## src/rtl/llsc_pkg.sv

```systemverilog
package llsc_pkg;

   // Kind of answer held in the response stage
   typedef enum logic [1:0] {
      RSP_NONE    = 2'd0,
      RSP_PLAIN   = 2'd1,
      RSP_SC_OK   = 2'd2,
      RSP_SC_FAIL = 2'd3
   } llsc_rsp_e;

   function automatic int idx_width(input int n);
      return (n > 1) ? $clog2(n) : 1;
   endfunction

endpackage

```

## src/rtl/llsc_decode.sv

```systemverilog
module llsc_decode #(
   parameter int N     = 8,
   parameter int IDX_W = 3
) (
   input  logic             en,
   input  logic [IDX_W-1:0] idx,
   output logic [N-1:0]     mask
);

   if (N < 1) begin : g_bad_n
      $error("llsc_decode: N must be at least 1");
   end
   if ((1 << IDX_W) < N) begin : g_bad_w
      $error("llsc_decode: IDX_W too narrow for N");
   end

   for (genvar i = 0; i < N; i++) begin : g_bit
      assign mask[i] = en && (idx == IDX_W'(i));
   end

endmodule

```

## src/rtl/llsc_row.sv

```systemverilog
module llsc_row #(
   parameter int NUM_CTX = 4
) (
   input  logic               clk,
   input  logic               rst,
   input  logic               inv_hit,
   input  logic               st_hit,
   input  logic               ll_hit,
   input  logic [NUM_CTX-1:0] ll_oh,
   output logic [NUM_CTX-1:0] rsv_q,
   output logic [NUM_CTX-1:0] rsv_eff
);

   logic [NUM_CTX-1:0] rsv_d;

   // Reservations that a store in this cycle may see (invalidate acts first)
   assign rsv_eff = inv_hit ? '0 : rsv_q;

   always_comb begin
      if (inv_hit || st_hit) rsv_d = '0;
      else if (ll_hit)       rsv_d = rsv_q | ll_oh;
      else                   rsv_d = rsv_q;
   end

   always_ff @(posedge clk) begin
      if (rst) rsv_q <= '0;
      else     rsv_q <= rsv_d;
   end


   ll_sets_bit_chk: assert property (@(posedge clk) disable iff (rst)
      (ll_hit && !st_hit && !inv_hit) |=> ((rsv_q & $past(ll_oh)) == $past(ll_oh)));

   store_clears_row_chk: assert property (@(posedge clk) disable iff (rst)
      st_hit |=> (rsv_q == '0));

   inv_clears_row_chk: assert property (@(posedge clk) disable iff (rst)
      inv_hit |=> (rsv_q == '0));

   idle_row_stable_chk: assert property (@(posedge clk) disable iff (rst)
      (!ll_hit && !st_hit && !inv_hit) |=> $stable(rsv_q));

   reset_empty_chk: assert property (@(posedge clk) disable iff (rst)
      $past(rst) |-> (rsv_q == '0));

endmodule

```

## src/rtl/llsc_resp.sv

```systemverilog
module llsc_resp
   import llsc_pkg::*;
(
   input  logic clk,
   input  logic rst,
   input  logic st_valid,
   input  logic st_cond,
   input  logic sc_hold,
   output logic rsp_valid,
   output logic rsp_proceed,
   output logic rsp_sc_result
);

   llsc_rsp_e kind_d, kind_q;

   always_comb begin
      if (!st_valid)    kind_d = RSP_NONE;
      else if (!st_cond) kind_d = RSP_PLAIN;
      else if (sc_hold) kind_d = RSP_SC_OK;
      else              kind_d = RSP_SC_FAIL;
   end

   always_ff @(posedge clk) begin
      if (rst) kind_q <= RSP_NONE;
      else     kind_q <= kind_d;
   end

   assign rsp_valid     = (kind_q != RSP_NONE);
   assign rsp_proceed   = (kind_q == RSP_PLAIN) || (kind_q == RSP_SC_OK);
   assign rsp_sc_result = (kind_q == RSP_SC_OK);


   sc_ok_implies_go_chk: assert property (@(posedge clk) disable iff (rst)
      rsp_sc_result |-> (rsp_proceed && rsp_valid));

   idle_no_answer_chk: assert property (@(posedge clk) disable iff (rst)
      !rsp_valid |-> (!rsp_proceed && !rsp_sc_result));

endmodule

```

## src/rtl/llsc_monitor.sv

```systemverilog
module llsc_monitor
   import llsc_pkg::*;
#(
   parameter int NUM_LINES  = 8,
   parameter int NUM_CTX    = 4,
   localparam int LINE_W    = idx_width(NUM_LINES),
   localparam int CTX_W     = idx_width(NUM_CTX)
) (
   input  logic              clk,
   input  logic              rst,
   input  logic              inv_valid,
   input  logic [LINE_W-1:0] inv_line,
   input  logic              st_valid,
   input  logic [LINE_W-1:0] st_line,
   input  logic [CTX_W-1:0]  st_ctx,
   input  logic              st_cond,
   input  logic              ll_valid,
   input  logic [LINE_W-1:0] ll_line,
   input  logic [CTX_W-1:0]  ll_ctx,
   output logic              rsp_valid,
   output logic              rsp_proceed,
   output logic              rsp_sc_result
);

   if (NUM_LINES < 1 || NUM_LINES > 1024) begin : g_bad_lines
      $error("llsc_monitor: NUM_LINES out of range");
   end
   if (NUM_CTX < 1 || NUM_CTX > 64) begin : g_bad_ctx
      $error("llsc_monitor: NUM_CTX out of range");
   end

   logic [NUM_LINES-1:0] inv_mask, st_mask, ll_mask;
   logic [NUM_CTX-1:0]   ll_oh, st_oh;
   logic [NUM_LINES-1:0] line_hold;
   logic [NUM_CTX-1:0]   rsv_q   [NUM_LINES];
   logic [NUM_CTX-1:0]   rsv_eff [NUM_LINES];
   logic                 sc_hold;

   llsc_decode #(.N(NUM_LINES), .IDX_W(LINE_W)) u_inv_dec (
      .en(inv_valid), .idx(inv_line), .mask(inv_mask));
   llsc_decode #(.N(NUM_LINES), .IDX_W(LINE_W)) u_st_dec (
      .en(st_valid), .idx(st_line), .mask(st_mask));
   llsc_decode #(.N(NUM_LINES), .IDX_W(LINE_W)) u_ll_dec (
      .en(ll_valid), .idx(ll_line), .mask(ll_mask));
   llsc_decode #(.N(NUM_CTX), .IDX_W(CTX_W)) u_llctx_dec (
      .en(1'b1), .idx(ll_ctx), .mask(ll_oh));
   llsc_decode #(.N(NUM_CTX), .IDX_W(CTX_W)) u_stctx_dec (
      .en(1'b1), .idx(st_ctx), .mask(st_oh));

   for (genvar l = 0; l < NUM_LINES; l++) begin : g_line
      llsc_row #(.NUM_CTX(NUM_CTX)) u_row (
         .clk     (clk),
         .rst     (rst),
         .inv_hit (inv_mask[l]),
         .st_hit  (st_mask[l]),
         .ll_hit  (ll_mask[l]),
         .ll_oh   (ll_oh),
         .rsv_q   (rsv_q[l]),
         .rsv_eff (rsv_eff[l]));
      assign line_hold[l] = st_mask[l] && |(rsv_eff[l] & st_oh);
   end

   assign sc_hold = |line_hold;

   llsc_resp u_resp (
      .clk           (clk),
      .rst           (rst),
      .st_valid      (st_valid),
      .st_cond       (st_cond),
      .sc_hold       (sc_hold),
      .rsp_valid     (rsp_valid),
      .rsp_proceed   (rsp_proceed),
      .rsp_sc_result (rsp_sc_result));

   logic armed_q;
   always_ff @(posedge clk) begin
      if (rst) armed_q <= 1'b0;
      else     armed_q <= 1'b1;
   end


   onehot_line_chk: assert property (@(posedge clk) disable iff (rst)
      $onehot0(st_mask) && $onehot0(ll_mask) && $onehot0(inv_mask));

   plain_store_goes_chk: assert property (@(posedge clk) disable iff (rst)
      (armed_q && $past(st_valid && !st_cond)) |-> (rsp_valid && rsp_proceed && !rsp_sc_result));

   answer_follows_store_chk: assert property (@(posedge clk) disable iff (rst)
      armed_q |-> (rsp_valid == $past(st_valid)));

   inv_beats_sc_chk: assert property (@(posedge clk) disable iff (rst)
      (armed_q && $past(st_valid && st_cond && inv_valid && inv_line == st_line))
         |-> (rsp_valid && !rsp_proceed));

endmodule

```

## config.mk

```make
export PLATFORM = sky130hd
export DESIGN_NAME = llsc_monitor
export DESIGN_NICKNAME = d
export VERILOG_FILES = /design/src/rtl/llsc_pkg.sv /design/src/rtl/llsc_decode.sv /design/src/rtl/llsc_row.sv /design/src/rtl/llsc_resp.sv /design/src/rtl/llsc_monitor.sv
export SDC_FILE = /design/constraint.sdc
export NUM_CORES = 1
export LEC_CHECK = 0
export ABC_AREA = 0
export BUFFER_PORTS_ARGS = -buffer_cell sky130_fd_sc_hd__buf_2
export CORE_MARGIN = 3
export CORE_UTILIZATION = 45
export CTS_CLUSTER_SIZE = 10
export DETAILED_ROUTE_END_ITERATION = 10
export GPL_TIMING_DRIVEN = 0
export PLACE_DENSITY_LB_ADDON = 0.3
export SLEW_MARGIN = 5
export SYNTH_ARGS = -nofsm -noshare
export SYNTH_HDL_FRONTEND = slang
export SYNTH_SLANG_ARGS = --single-unit
```

## constraint.sdc

```tcl
create_clock -name clk -period 2.03 [get_ports clk]
set_input_delay 0.203 -clock clk [delete_from_list [all_inputs] [get_ports clk]]
set_output_delay 0.203 -clock clk [all_outputs]
set_load 0.02 [all_outputs]
```

* Word-level counts from Yosys, hierarchy flattened
Cells that the tools add are included.
** Storage, ports and cells
- Register bits :: 34
- Bits of input ports :: 19
- Output and inout bits :: 3
** Cells by class
- Equality and inequality tests :: 29
- Muxes and demuxes :: 10
- Bitwise operators :: 18
- Reductions and logical operators :: 66
** Operators by type and width (count)
- $eq A3 B3 Y1 const B :: 12
- $and A4 B4 Y4 :: 8
- $logic_and A1 B1 Y1 :: 32
- $mux W4 :: 8
- $or A4 B4 Y4 :: 8
- $reduce_or A4 Y1 :: 8
- $eq A3 B2 Y1 const B :: 6
- $reduce_or A2 Y1 :: 9
- $eq A2 B2 Y1 const B :: 5
- $eq A3 B1 Y1 const B :: 3
- $logic_not A3 Y1 :: 3
- $logic_or A1 B1 Y1 :: 9
- $reduce_or A8 Y1 :: 1
- $eq A2 B1 Y1 const B :: 3
- $logic_not A2 Y1 :: 2
- $reduce_or A3 Y1 :: 1
- $mux W1 :: 2
- $not A1 Y1 :: 2
- $reduce_bool A2 Y1 :: 1

* Longest topological paths before layout
Gate-level depths: netlist of run 1.
- Word-level depth :: 9
- Depth in mapped cells :: 6
- Mapped depth without buffers :: 5

* Hierarchy
From an unflattened synthesis of run 1, not the netlist that was laid out.
** Unflattened totals
- Cells, all modules :: 213
- Area, all modules :: 2035.7 µm²
** Modules (own cells, without submodules)
- llsc_row :: times used 8, cells each 17, area each 161.4 µm², seq. area each 80.1 µm²
- llsc_decode at u_inv_dec ... :: times used 3, cells each 8, area each 96.3 µm², seq. area each 0.0 µm²
- llsc_monitor :: times used 1, cells each 34, area each 274.0 µm², seq. area each 0.0 µm²
- llsc_resp :: times used 1, cells each 11, area each 106.4 µm², seq. area each 40.0 µm²
- llsc_decode at u_llctx_dec ... :: times used 2, cells each 4, area each 37.5 µm², seq. area each 0.0 µm²

* Worst setup path after synthesis of run 1
Ideal clock, no wire load.
- Path type :: input -> register
- From :: input st_ctx[0]
- To :: register u_resp.kind_q[0]
- Arrival :: 1279 ps
- Required time :: 1960 ps
- Path slack :: 681 ps
- Stages :: 6
- Cell sequence :: buf_6 mux4_2 o311a_1 a31oi_2 nand4_1 a21oi_1
** On the way
- Longest elaborated chain between the ends :: 7
- Elaborated cells on any way between the ends :: 31
** Ends and longest elaborated chain
- start: declaration :: RTL line llsc_monitor.sv:15 : input logic [CTX_W-1:0] st_ctx,
- $eq A2 B1 Y1 (tied with other cells) :: RTL line llsc_decode.sv:18 : assign mask[i] = en && (idx == IDX_W'(i));
- $and A4 B4 Y4 :: RTL line llsc_monitor.sv:60 : assign line_hold[l] = st_mask[l] && |(rsv_eff[l] & st_oh);
- $reduce_or A4 Y1 :: RTL line llsc_monitor.sv:60
- $logic_and A1 B1 Y1 :: RTL line llsc_monitor.sv:60
- $reduce_or A8 Y1 * :: RTL line llsc_monitor.sv:63 : assign sc_hold = |line_hold;
- $mux W1 * :: RTL line llsc_resp.sv:19 : else if (sc_hold) kind_d = RSP_SC_OK;
- $mux W1 * :: RTL line llsc_resp.sv:18 : else if (!st_cond) kind_d = RSP_PLAIN;
- end signal: assignment :: RTL line llsc_resp.sv:25 : else kind_q <= kind_d;
- end: declaration :: RTL line llsc_resp.sv:14 : llsc_rsp_e kind_d, kind_q;
Every way passes the cells marked *; elsewhere a longest branch is shown, timed or not.
A chain may end at the register's enable or synchronous reset.

* Worst setup path after layout of run 1
- From :: register g_line[0].u_row.rsv_q[3]
- To :: register u_resp.kind_q[0]
** On the way
- Longest elaborated chain between the ends :: 7
** Ends and longest elaborated chain
- start: declaration :: RTL line llsc_row.sv:10 : output logic [NUM_CTX-1:0] rsv_q,
- start signal: assignment :: RTL line llsc_row.sv:27 : else rsv_q <= rsv_d;
- $mux W4 :: RTL line llsc_row.sv:17 : assign rsv_eff = inv_hit ? '0 : rsv_q;
- $and A4 B4 Y4 :: RTL line llsc_monitor.sv:60
- $reduce_or A4 Y1 :: RTL line llsc_monitor.sv:60
- $logic_and A1 B1 Y1 :: RTL line llsc_monitor.sv:60
- $reduce_or A8 Y1 :: RTL line llsc_monitor.sv:63
- $mux W1 :: RTL line llsc_resp.sv:19
- $mux W1 :: RTL line llsc_resp.sv:18
No other way between the ends.

==> results of run 1 <==
[layout make-up]
class                      instances  area, um2  area share
timing repair buffer              19      95.09     0.05289
sequential                        34      680.7      0.3786
clock buffer                       7      45.04     0.02505
buffer                             5      26.28     0.01461
inverter                           4      15.01    0.008351
multi-input combinational        133      878.3      0.4885
tap                               46      57.56     0.03201
[worst paths after layout]
path                                 start                       end  slack, ns  cells past startpoint
hold / removal                     st_cond          u_resp.kind_q[0]       0.05                      2
setup reg to reg  g_line[0].u_row.rsv_q[3]          u_resp.kind_q[0]       0.63                      5
setup / recovery  g_line[0].u_row.rsv_q[3]          u_resp.kind_q[0]       0.63                      5
hold reg to reg   g_line[5].u_row.rsv_q[1]  g_line[5].u_row.rsv_q[1]       0.47                      2
[cells by family after synthesis]
| kind of cell | count (synthesis) | synth area share |
|---|---|---|
| buffers and inverters | 9 | 0.02580 |
| adders and majority gates | 2 | 0.01563 |
| DFF | 34 | 0.4253 |
| and+or+nand+nor | 80 | 0.2518 |
| AOI/OAI and AO/OA | 43 | 0.1572 |
| muxes | 8 | 0.1243 |
[cells in the mapped netlist (all sizes together), types with 2 or more instances]
cell / count / area, um2
nand2: 6 / 22.52
and4b: 2 / 20.02
or3: 4 / 25.02
a21oi: 34 / 170.2
inv: 4 / 15.01
a31oi: 2 / 18.77
nor2: 41 / 153.9
ha: 2 / 25.02
nand2b: 6 / 37.54
or2: 3 / 18.77
clkbuf: 4 / 15.01
nor4bb: 2 / 20.02
o311a: 2 / 20.02
nand4: 2 / 12.51
nor2b: 2 / 12.51
mux4: 8 / 198.9
nor3: 5 / 25.02
or3b: 3 / 26.28
dfxtp: 34 / 680.7
[stage by stage]
step / cells / setup WS, ns / util / instance area, um2
2_1_floorplan: 176 / 0.6809 / - / 1600
3_3_place_gp: 241 / 0.4454 / 0.5172 / 1753
3_5_place_dp: 241 / 0.4581 / 0.5172 / 1753
4_1_cts: 248 / 0.6358 / 0.5305 / 1798
5_1_grt: 248 / 0.5369 / 0.5305 / 1798
6_report: 248 / 0.6314 / 0.5305 / 1798
[metal layers]
| metal | up-vias | global-route usage | share of wire |
|---|---|---|---|
| li1 | 691 | - | - |
| met1 | 662 | 0.2275 | 0.46 |
| met2 | 38 | 0.3204 | 0.47 |
| met3 | 7 | 0.05128 | 0.054 |
| met4 | 0 | 0.07254 | 0.013 |
| met5 | - | 0 | 0 |
[worst max-delay path, cell delays in order (launching register included)]
cell	delay (ns)
dfxtp_1	0.33
mux4_2	0.48
o311a_1	0.12
a21oi_1	0.14
nand4_1	0.12
a21oi_1	0.15
[where the power goes]
part / switching [uW] / internal [uW] / leakage, uW
registers: 4.18 / 675 / 0.000275
logic: 89.6 / 52.1 / 0.000430
clock network: 211 / 131 / 0.0000254
total: 304 / 858 / 0.000730
[registers in the layout (all words and copies together) (netlist names)]
name,count
g_line.u_row.rsv_q,32
u_resp.kind_q,2
==> results.yml, run 1 <==
power:
  leakage_uw: 0.0007303
  max-vdd-ir-drop_v: 0.0003851
  design_power_total_uw: 1162
  pwr_density_cell_nw_per_um2: 646.5
global_routing:
  grt_antenna_before_repair: 0
  grt_start_max_net_pins: 10
  global_route_wire_length_before_repair_um: 6134
  groute.usage.overall: 0.1896
  vias_in_the_first_global_route: 1373
  grt-ovfl-total: 0
die:
  io_count: 22
  core-area_um2: 3390
  die-width_um: 65.64
  initial_utilization: 0.4721
  die_area_um2: 4308
  number_of_placement_rows: 21
  vertical_extent_of_the_die_um: 65.64
timing:
  worst_slew_pin_slew_ns: 0.7022
  fmax_ghz: 0.7150
  rsz_0062_raised_after_global_routing: "false"
  hold-worst-slack_ns: 0.05017
  timing_hold_violations_final: 0
  final.min_clock_period_ns: 1.399
  final_max_slew_viol_count: 0
  finalClockSkew_ns: 0.003369
  setup_violations_final: 0
  maxSlewHeadroom: 0.5301
  fin_crit_share: 0.6889
  fin_tns_setup_ns: 0
clocking:
  path_clk_slew_ns: 0.10
  cts_buffer_depth: 2
  clock_latency_ns: 0.32
  clock_tree.htree_level_count: 2
  cts_resized: 0
  cts.root.buffer_cell: "clkbuf_4"
  holdBufCountCts: 0
  post_cts.repair.setup_buffers: 0
  clkSinkCount: 34
  numCtsBuffers: 5
  cts_tree: "built"
run:
  cap_viol_max_count: 0
logic_synthesis:
  top_flip_flop_cell_by_instance_count_after_synthesis: "dfxtp_1"
  yosysWarnings: 0
  synth_seq_area_share: 0.4253
  async_reset_ff_frac: 0
  yosysUniqueCellTypes: 31
  synth.net_count: 197
  syn_area_um2: 1600
  cells_after_synth: 176
  synthesis.area_per_instance_um2: 9.093
  synth_enable_flop_cells: 0
  synth.ff_latch_count: 34
final_layout:
  layout_overhead_on_the_synthesized_area_pct: 12.35
  finish.net_count: 223
  layout_commonest_cell: "nor2_1"
  fillers: 320
  insertedDiodeCount: 0
  layout-drive-gt1-share: 0.1436
  commonest_cells_after_routing_fill_and_taps_aside: "nor2_1, a21oi_1, dfxtp_1"
placed_design:
  port-buffer-count: 19
  half_perimeter_wire_length_after_detailed_placement_um: 2842
  gp_routability_congestion: 0.9201
run_status:
  status: "finished clean"
detailed_routing:
  drt_pre_antenna_iters: 4
  post-route-drc-count: 0
  route.antenna.remaining_nets: 0
  initialDrtViolationCount: 86
  vias_per_cell: 5.637
  routed_wirelength_um: 3758
  dr_total_vias: 1398
  detailed_route_wire_length_per_cell_um: 15.15
setup_path:
  setup.worst_path.start_class: "flop"
  data_arrival_time_of_the_worst_path_ns: 1.66
  critical_path_class: "reg2reg"
  cp_data_required_time_ns: 2.29
  worstSetupEndpointType: "flop"
  cp_max_fo: 2
hold_path:
  timing.hold.worst.class: "in2reg"
Power figures use the tool's default switching activity.
==> run 2, diff against run 1 <==
clock period = 1.2 ns   (was 2.03 ns; I/O delays follow)
==> results.yml, run 2 (synthesis results as in run 1) <==
power:
  share_clk_of_total_power: 0.301
  sequentialPowerShare: 0.572
  max-vdd-ir-drop_v: 0.0009039
  p_int_uw: 1507
  total_switching_power_uw: 504.1
  power.share.combinational: 0.127
  pwr_density_cell_nw_per_um2: 1092
  leakage_uw: 0.0007420
  p_sw_frac: 0.2507
placed_design:
  half_perimeter_wire_length_after_detailed_placement_um: 2827
  port-buffer-count: 19
  gp_routability_congestion: 0.8727
  place.detailed.instances: 241
  dp_worst_setup_slack_ns: -0.3304
  postPlaceCellArea_um2: 1753
run_status:
  status: "finished, violations left"
  violations: "setup timing"
detailed_routing:
  dr_total_vias: 1418
  initialDrtViolationCount: 116
  post-route-drc-count: 0
  vias_per_cell: 5.718
  routed_wirelength_um: 3762
  drt_pre_antenna_iters: 4
  detailed_route_wire_length_per_cell_um: 15.17
  route.antenna.remaining_nets: 0
global_routing:
  grt_start_max_net_pins: 10
  grt-ovfl-total: 0
  groute.usage.overall: 0.1875
  global_route_wire_length_before_repair_um: 5913
  grt_antenna_before_repair: 0
  vias_in_the_first_global_route: 1313
clocking:
  cts_buffer_depth: 2
  post_cts.repair.setup_buffers: 0
  path_clk_slew_ns: 0.09
  cts.root.buffer_cell: "clkbuf_4"
  cts_tree: "built"
  clock_tree.htree_level_count: 2
  clkSinkCount: 34
  numCtsBuffers: 5
  clock_latency_ns: 0.33
die:
  die_area_um2: 4308
  die-width_um: 65.64
  core-area_um2: 3390
  number_of_placement_rows: 21
  io_count: 22
  vertical_extent_of_the_die_um: 65.64
  initial_utilization: 0.4721
final_layout:
  regMostFlops: "g_line.u_row.rsv_q"
  layout-drive-gt1-share: 0.1733
  insertedDiodeCount: 0
  commonest_cells_after_routing_fill_and_taps_aside: "nor2_1, a21oi_1, dfxtp_1"
  layout_overhead_on_the_synthesized_area_pct: 15.01
  stdcell_area_um2: 1841
  layout_commonest_cell: "nor2_1"
  largest_register_ff_count: 32
  biggest_registers_after_layout: "g_line.u_row.rsv_q: 32 flops, u_resp.kind_q: 2 flops"
  finalNonFillerCells: 248
  finish.net_count: 224
setup_path:
  worstSetupEndpointType: "flop"
  crit_family: "multiplexers"
  data_arrival_time_of_the_worst_path_ns: 1.66
  worst-path-stages: 5
  critPathBufInv: 0
  critical_path_class: "reg2reg"
  cp_max_fo: 2
  setup.worst_path.start_class: "flop"
  critical_path.cell_chain: "mux4_2 > o211a_1 > a31oi_1 > nand4_1 > a21oi_1"
  critPathMaxStageDelay_ns: 0.48
  crit_path_top_delay_cell: "mux4_2"
  cp_data_required_time_ns: 1.47
  r2r_cells: 5
timing:
  layout_setup_ws_ns: -0.1890
  maxSlewHeadroom: 0.5136
  finalClockSkew_ns: 0.007779
  fin_crit_share: 1.158
  worst_slew_pin_slew_ns: 0.7270
  timing_hold_violations_final: 0
  fin_tns_setup_ns: -0.1890
  final_max_slew_viol_count: 0
  setup_violations_final: 1
  final.min_clock_period_ns: 1.389
  fmax_ghz: 0.7199
  rsz_0062_raised_after_global_routing: "true"
run:
  cap_viol_max_count: 0
hold_path:
  min_delay_path_depth: 3
  timing.hold.worst.class: "in2reg"
run 2: changes by cell type in the layout (fill, tap and decap cells not counted):
| cell | before | now |
|---|---|---|
| inv_1 | 4 | 1 |
| inv_2 | 0 | 3 |
| buf_2 | 19 | 17 |
| buf_6 | 1 | 3 |
| clkbuf_1 | 6 | 4 |
| clkbuf_8 | 0 | 1 |
| dfxtp_1 | 34 | 33 |
| dfxtp_2 | 0 | 1 |
| dlygate4sd3_1 | 0 | 1 |
| ha_1 | 2 | 1 |
| ha_4 | 0 | 1 |
run 2: worst paths after layout:
| kind | from | endpoint | slack (ns) |
|---|---|---|---|
| worst max-delay path | g_line[6].u_row.rsv_q[3] | u_resp.kind_q[0] | -0.19 |
| worst min-delay path | st_valid | u_resp.kind_q[0] | 0.06 |
| worst max register to register | g_line[6].u_row.rsv_q[3] | u_resp.kind_q[0] | -0.19 |
| worst min register to register | g_line[4].u_row.rsv_q[2] | g_line[4].u_row.rsv_q[2] | 0.47 |
run 2: per-layer routing:
layer	wire (um)	up-vias	track usage
li1	-	688	-
met1	1454	657	0.2049
met2	1873	62	0.3254
met3	354	11	0.06667
met4	80	0	0.07772
met5	0	-	0
run 2: cell type report:
type	count	area, um2
repair buffers	20	117.6
clock buffers	6	51.30
well taps	46	57.56
inverters	4	15.01
flip-flops and latches	34	681.9
multi-input cells	133	890.9
fillers	292	1549
plain buffers	5	26.28
run 2: power groups by stage:
stage               Combinational, uW  Sequential [uW]  Clock, uW
floorplan                         142             1170          0
global placement                  229             1170          0
detailed placement                238             1180          0
CTS                               252             1150        626
global route                      280             1150        678
finish                            256             1150        605
run 2: worst register-to-register path, cell delays in order (launching register included):
cell     delay (ns)
dfxtp_1        0.32
mux4_2         0.48
o211a_1        0.14
a31oi_1        0.15
nand4_1        0.12
a21oi_1        0.13
run 2: repair_timing:
item | in CTS | in global routing
pin swaps | 1 | 0
hold buffers | 1 | 0
setup endpoints to repair | 3 | 4
hold endpoints to repair | 1 | 0
resized for setup | 7 | 2
run 2: stage by stage:
| stage | util | hold WS (ns) | power [uW] |
|---|---|---|---|
| 2_1_floorplan | - | 0.2111 | 1315 |
| 3_3_place_gp | 0.5172 | 0.3142 | 1403 |
| 3_5_place_dp | 0.5172 | 0.3225 | 1413 |
| 4_1_cts | 0.5419 | 0.05510 | 2028 |
| 5_1_grt | 0.5430 | 0.04768 | 2110 |
| 6_report | 0.5430 | 0.06390 | 2011 |
==> run 3, diff against run 2 <==
CELL_PAD_IN_SITES_DETAIL_PLACEMENT = 0   (was default)
CELL_PAD_IN_SITES_GLOBAL_PLACEMENT = 1   (was default)
CORE_UTILIZATION = 38   (was 45)
==> results.yml, run 3 (synthesis results as in run 1) <==
power:
  design_power_total_uw: 2269
  max-vdd-ir-drop_v: 0.0007594
  share_clk_of_total_power: 0.382
  leakage_uw: 0.0007554
  p_int_uw: 1699
  pwr_density_cell_nw_per_um2: 1210
  total_switching_power_uw: 569.9
  sequentialPowerShare: 0.507
  p_sw_frac: 0.2512
  power.share.combinational: 0.111
detailed_routing:
  drt_pre_antenna_iters: 4
  vias_per_cell: 5.622
  routed_wirelength_um: 3980
  post-route-drc-count: 0
  route.antenna.remaining_nets: 0
  detailed_route_wire_length_per_cell_um: 15.86
  initialDrtViolationCount: 66
  dr_total_vias: 1411
clocking:
  clkSinkCount: 34
  path_clk_slew_ns: 0.07
  cts.root.buffer_cell: "clkbuf_8"
  cts_tree: "built"
  clock_latency_ns: 0.28
  clock_tree.htree_level_count: 2
  numCtsBuffers: 5
  post_cts.repair.setup_buffers: 0
  cts_buffer_depth: 2
placed_design:
  half_perimeter_wire_length_after_detailed_placement_um: 2916
  place.detailed.instances: 243
  port-buffer-count: 19
  gp_routability_congestion: 0.8728
timing:
  fin_crit_share: 1.180
  maxSlewHeadroom: 0.5020
  worst_slew_pin_slew_ns: 0.7443
  timing_hold_violations_final: 0
  rsz_0062_raised_after_global_routing: "true"
  finalClockSkew_ns: 0.003499
  hold-worst-slack_ns: 0.02232
  final_max_slew_viol_count: 0
  setup_violations_final: 1
  layout_setup_ws_ns: -0.2154
  fmax_ghz: 0.7065
  fin_tns_setup_ns: -0.2154
  final.min_clock_period_ns: 1.415
setup_path:
  cp_max_fo: 2
  regToRegStartpoint: "g_line[4].u_row.rsv_q[3]"
  r2r-end: "u_resp.kind_q[0]"
  data_arrival_time_of_the_worst_path_ns: 1.64
  critical_path.cell_chain: "mux4_2 > o311a_1 > a31oi_2 > nand4_1 > a21oi_2"
  critPathMaxStageDelay_ns: 0.46
  crit_family: "multiplexers"
  crit_path_top_delay_cell: "mux4_2"
  startpoint_of_the_worst_setup_timing_path: "g_line[4].u_row.rsv_q[3]"
  setup.worst_path.start_class: "flop"
  setup_crit_end: "u_resp.kind_q[0]"
  cp_data_required_time_ns: 1.42
  worst-path-stages: 5
  r2r_cells: 5
  critPathBufInv: 0
  reg2reg_setup_slack_ns: -0.22
  critical_path_class: "reg2reg"
  worstSetupEndpointType: "flop"
run_status:
  status: "finished, violations left"
  violations: "setup timing"
global_routing:
  global_route_wire_length_before_repair_um: 6513
  grtUsageMet3: 0.04830
  groute.layer.met2.usage: 0.2616
  groute.usage.overall: 0.1661
  vias_in_the_first_global_route: 1382
  global_route.usage.met1: 0.2192
  grt-ovfl-total: 0
  grt_start_max_net_pins: 12
  grt_antenna_before_repair: 0
  gr-max-usage-layer: "met2"
final_layout:
  layout_overhead_on_the_synthesized_area_pct: 17.20
  regMostFlops: "g_line.u_row.rsv_q"
  sequential_cell_area_um2: 683.2
  finalNonFillerCells: 251
  biggest_registers_after_layout: "g_line.u_row.rsv_q: 32 flops, u_resp.kind_q: 2 flops"
  finish.net_count: 223
  layout-drive-gt1-share: 0.1773
  commonest_cells_after_routing_fill_and_taps_aside: "nor2_1, a21oi_1, dfxtp_1"
  multi_input_comb_area_um2: 894.6
  layout_commonest_cell: "nor2_1"
  fillers: 383
  layout.core_utilization: 0.4867
  largest_register_ff_count: 32
  insertedDiodeCount: 0
die:
  io_count: 22
  die-width_um: 70.90
  number_of_placement_rows: 22
  core-area_um2: 3854
  die_area_um2: 5026
  vertical_extent_of_the_die_um: 70.90
  initial_utilization: 0.4153
run:
  cap_viol_max_count: 0
hold_path:
  timing.hold.worst.class: "in2reg"
==> run 3: changes by cell type in the layout (fill, tap and decap cells not counted), sizes merged <==
cell,change
dlygate4sd3,-1
clkinv,+1
clkinvlp,+1
==> run 3: how the worst min path moves through the flow <==
stage	startpoint	end	slack (ns)	depth (start not counted)
2_1_floorplan	st_cond	u_resp.kind_q[0]	0.21	1
3_5_place_dp	st_cond	u_resp.kind_q[0]	0.32	2
4_1_cts	st_cond	u_resp.kind_q[0]	0.02	2
3_3_place_gp	st_cond	u_resp.kind_q[0]	0.32	2
5_1_grt	st_cond	u_resp.kind_q[0]	0.03	2
6_report	st_cond	u_resp.kind_q[0]	0.02	2
==> run 3: layer usage <==
metal  share of wire  vias to the layer above  wire length, um
met5               0                        -                0
met4          0.0063                        0               25
li1                -                      690                -
met1            0.47                      658             1861
met3           0.079                        2              314
met2            0.45                       61             1778
==> run 3: power by group through the flow <==
stage	Combinational (uW)	Sequential (uW)	Clock [uW]
2_1_floorplan	142	1170	0
3_3_place_gp	232	1170	0
3_5_place_dp	239	1180	0
4_1_cts	245	1150	890
5_1_grt	279	1150	942
6_report	251	1150	867
==> run 3: final cells by class <==
cell class / instances / share of cell area
Clock buffer: 6 / 0.04403
Inverter: 4 / 0.008005
Multi-Input combinational cell: 133 / 0.4770
Buffer: 5 / 0.01401
Clock inverter: 2 / 0.006671
Tap cell: 48 / 0.03202
Timing Repair Buffer: 19 / 0.05404
Sequential cell: 34 / 0.3642
==> run 3: metrics by stage <==
stage | setup WS [ns] | cell area, um2
2_1_floorplan | -0.05466 | 1600
3_3_place_gp | -0.3317 | 1755
3_5_place_dp | -0.3762 | 1755
4_1_cts | -0.2092 | 1858
5_1_grt | -0.2976 | 1876
6_report | -0.2154 | 1876
==> run 3: timing repair <==
item | 4_1_cts | 5_1_grt
setup endpoints to repair | 2 | 3
resized for setup | 3 | 3
pin swaps | 0 | 2
hold buffers | 0 | 0
hold endpoints to repair | 0 | 0
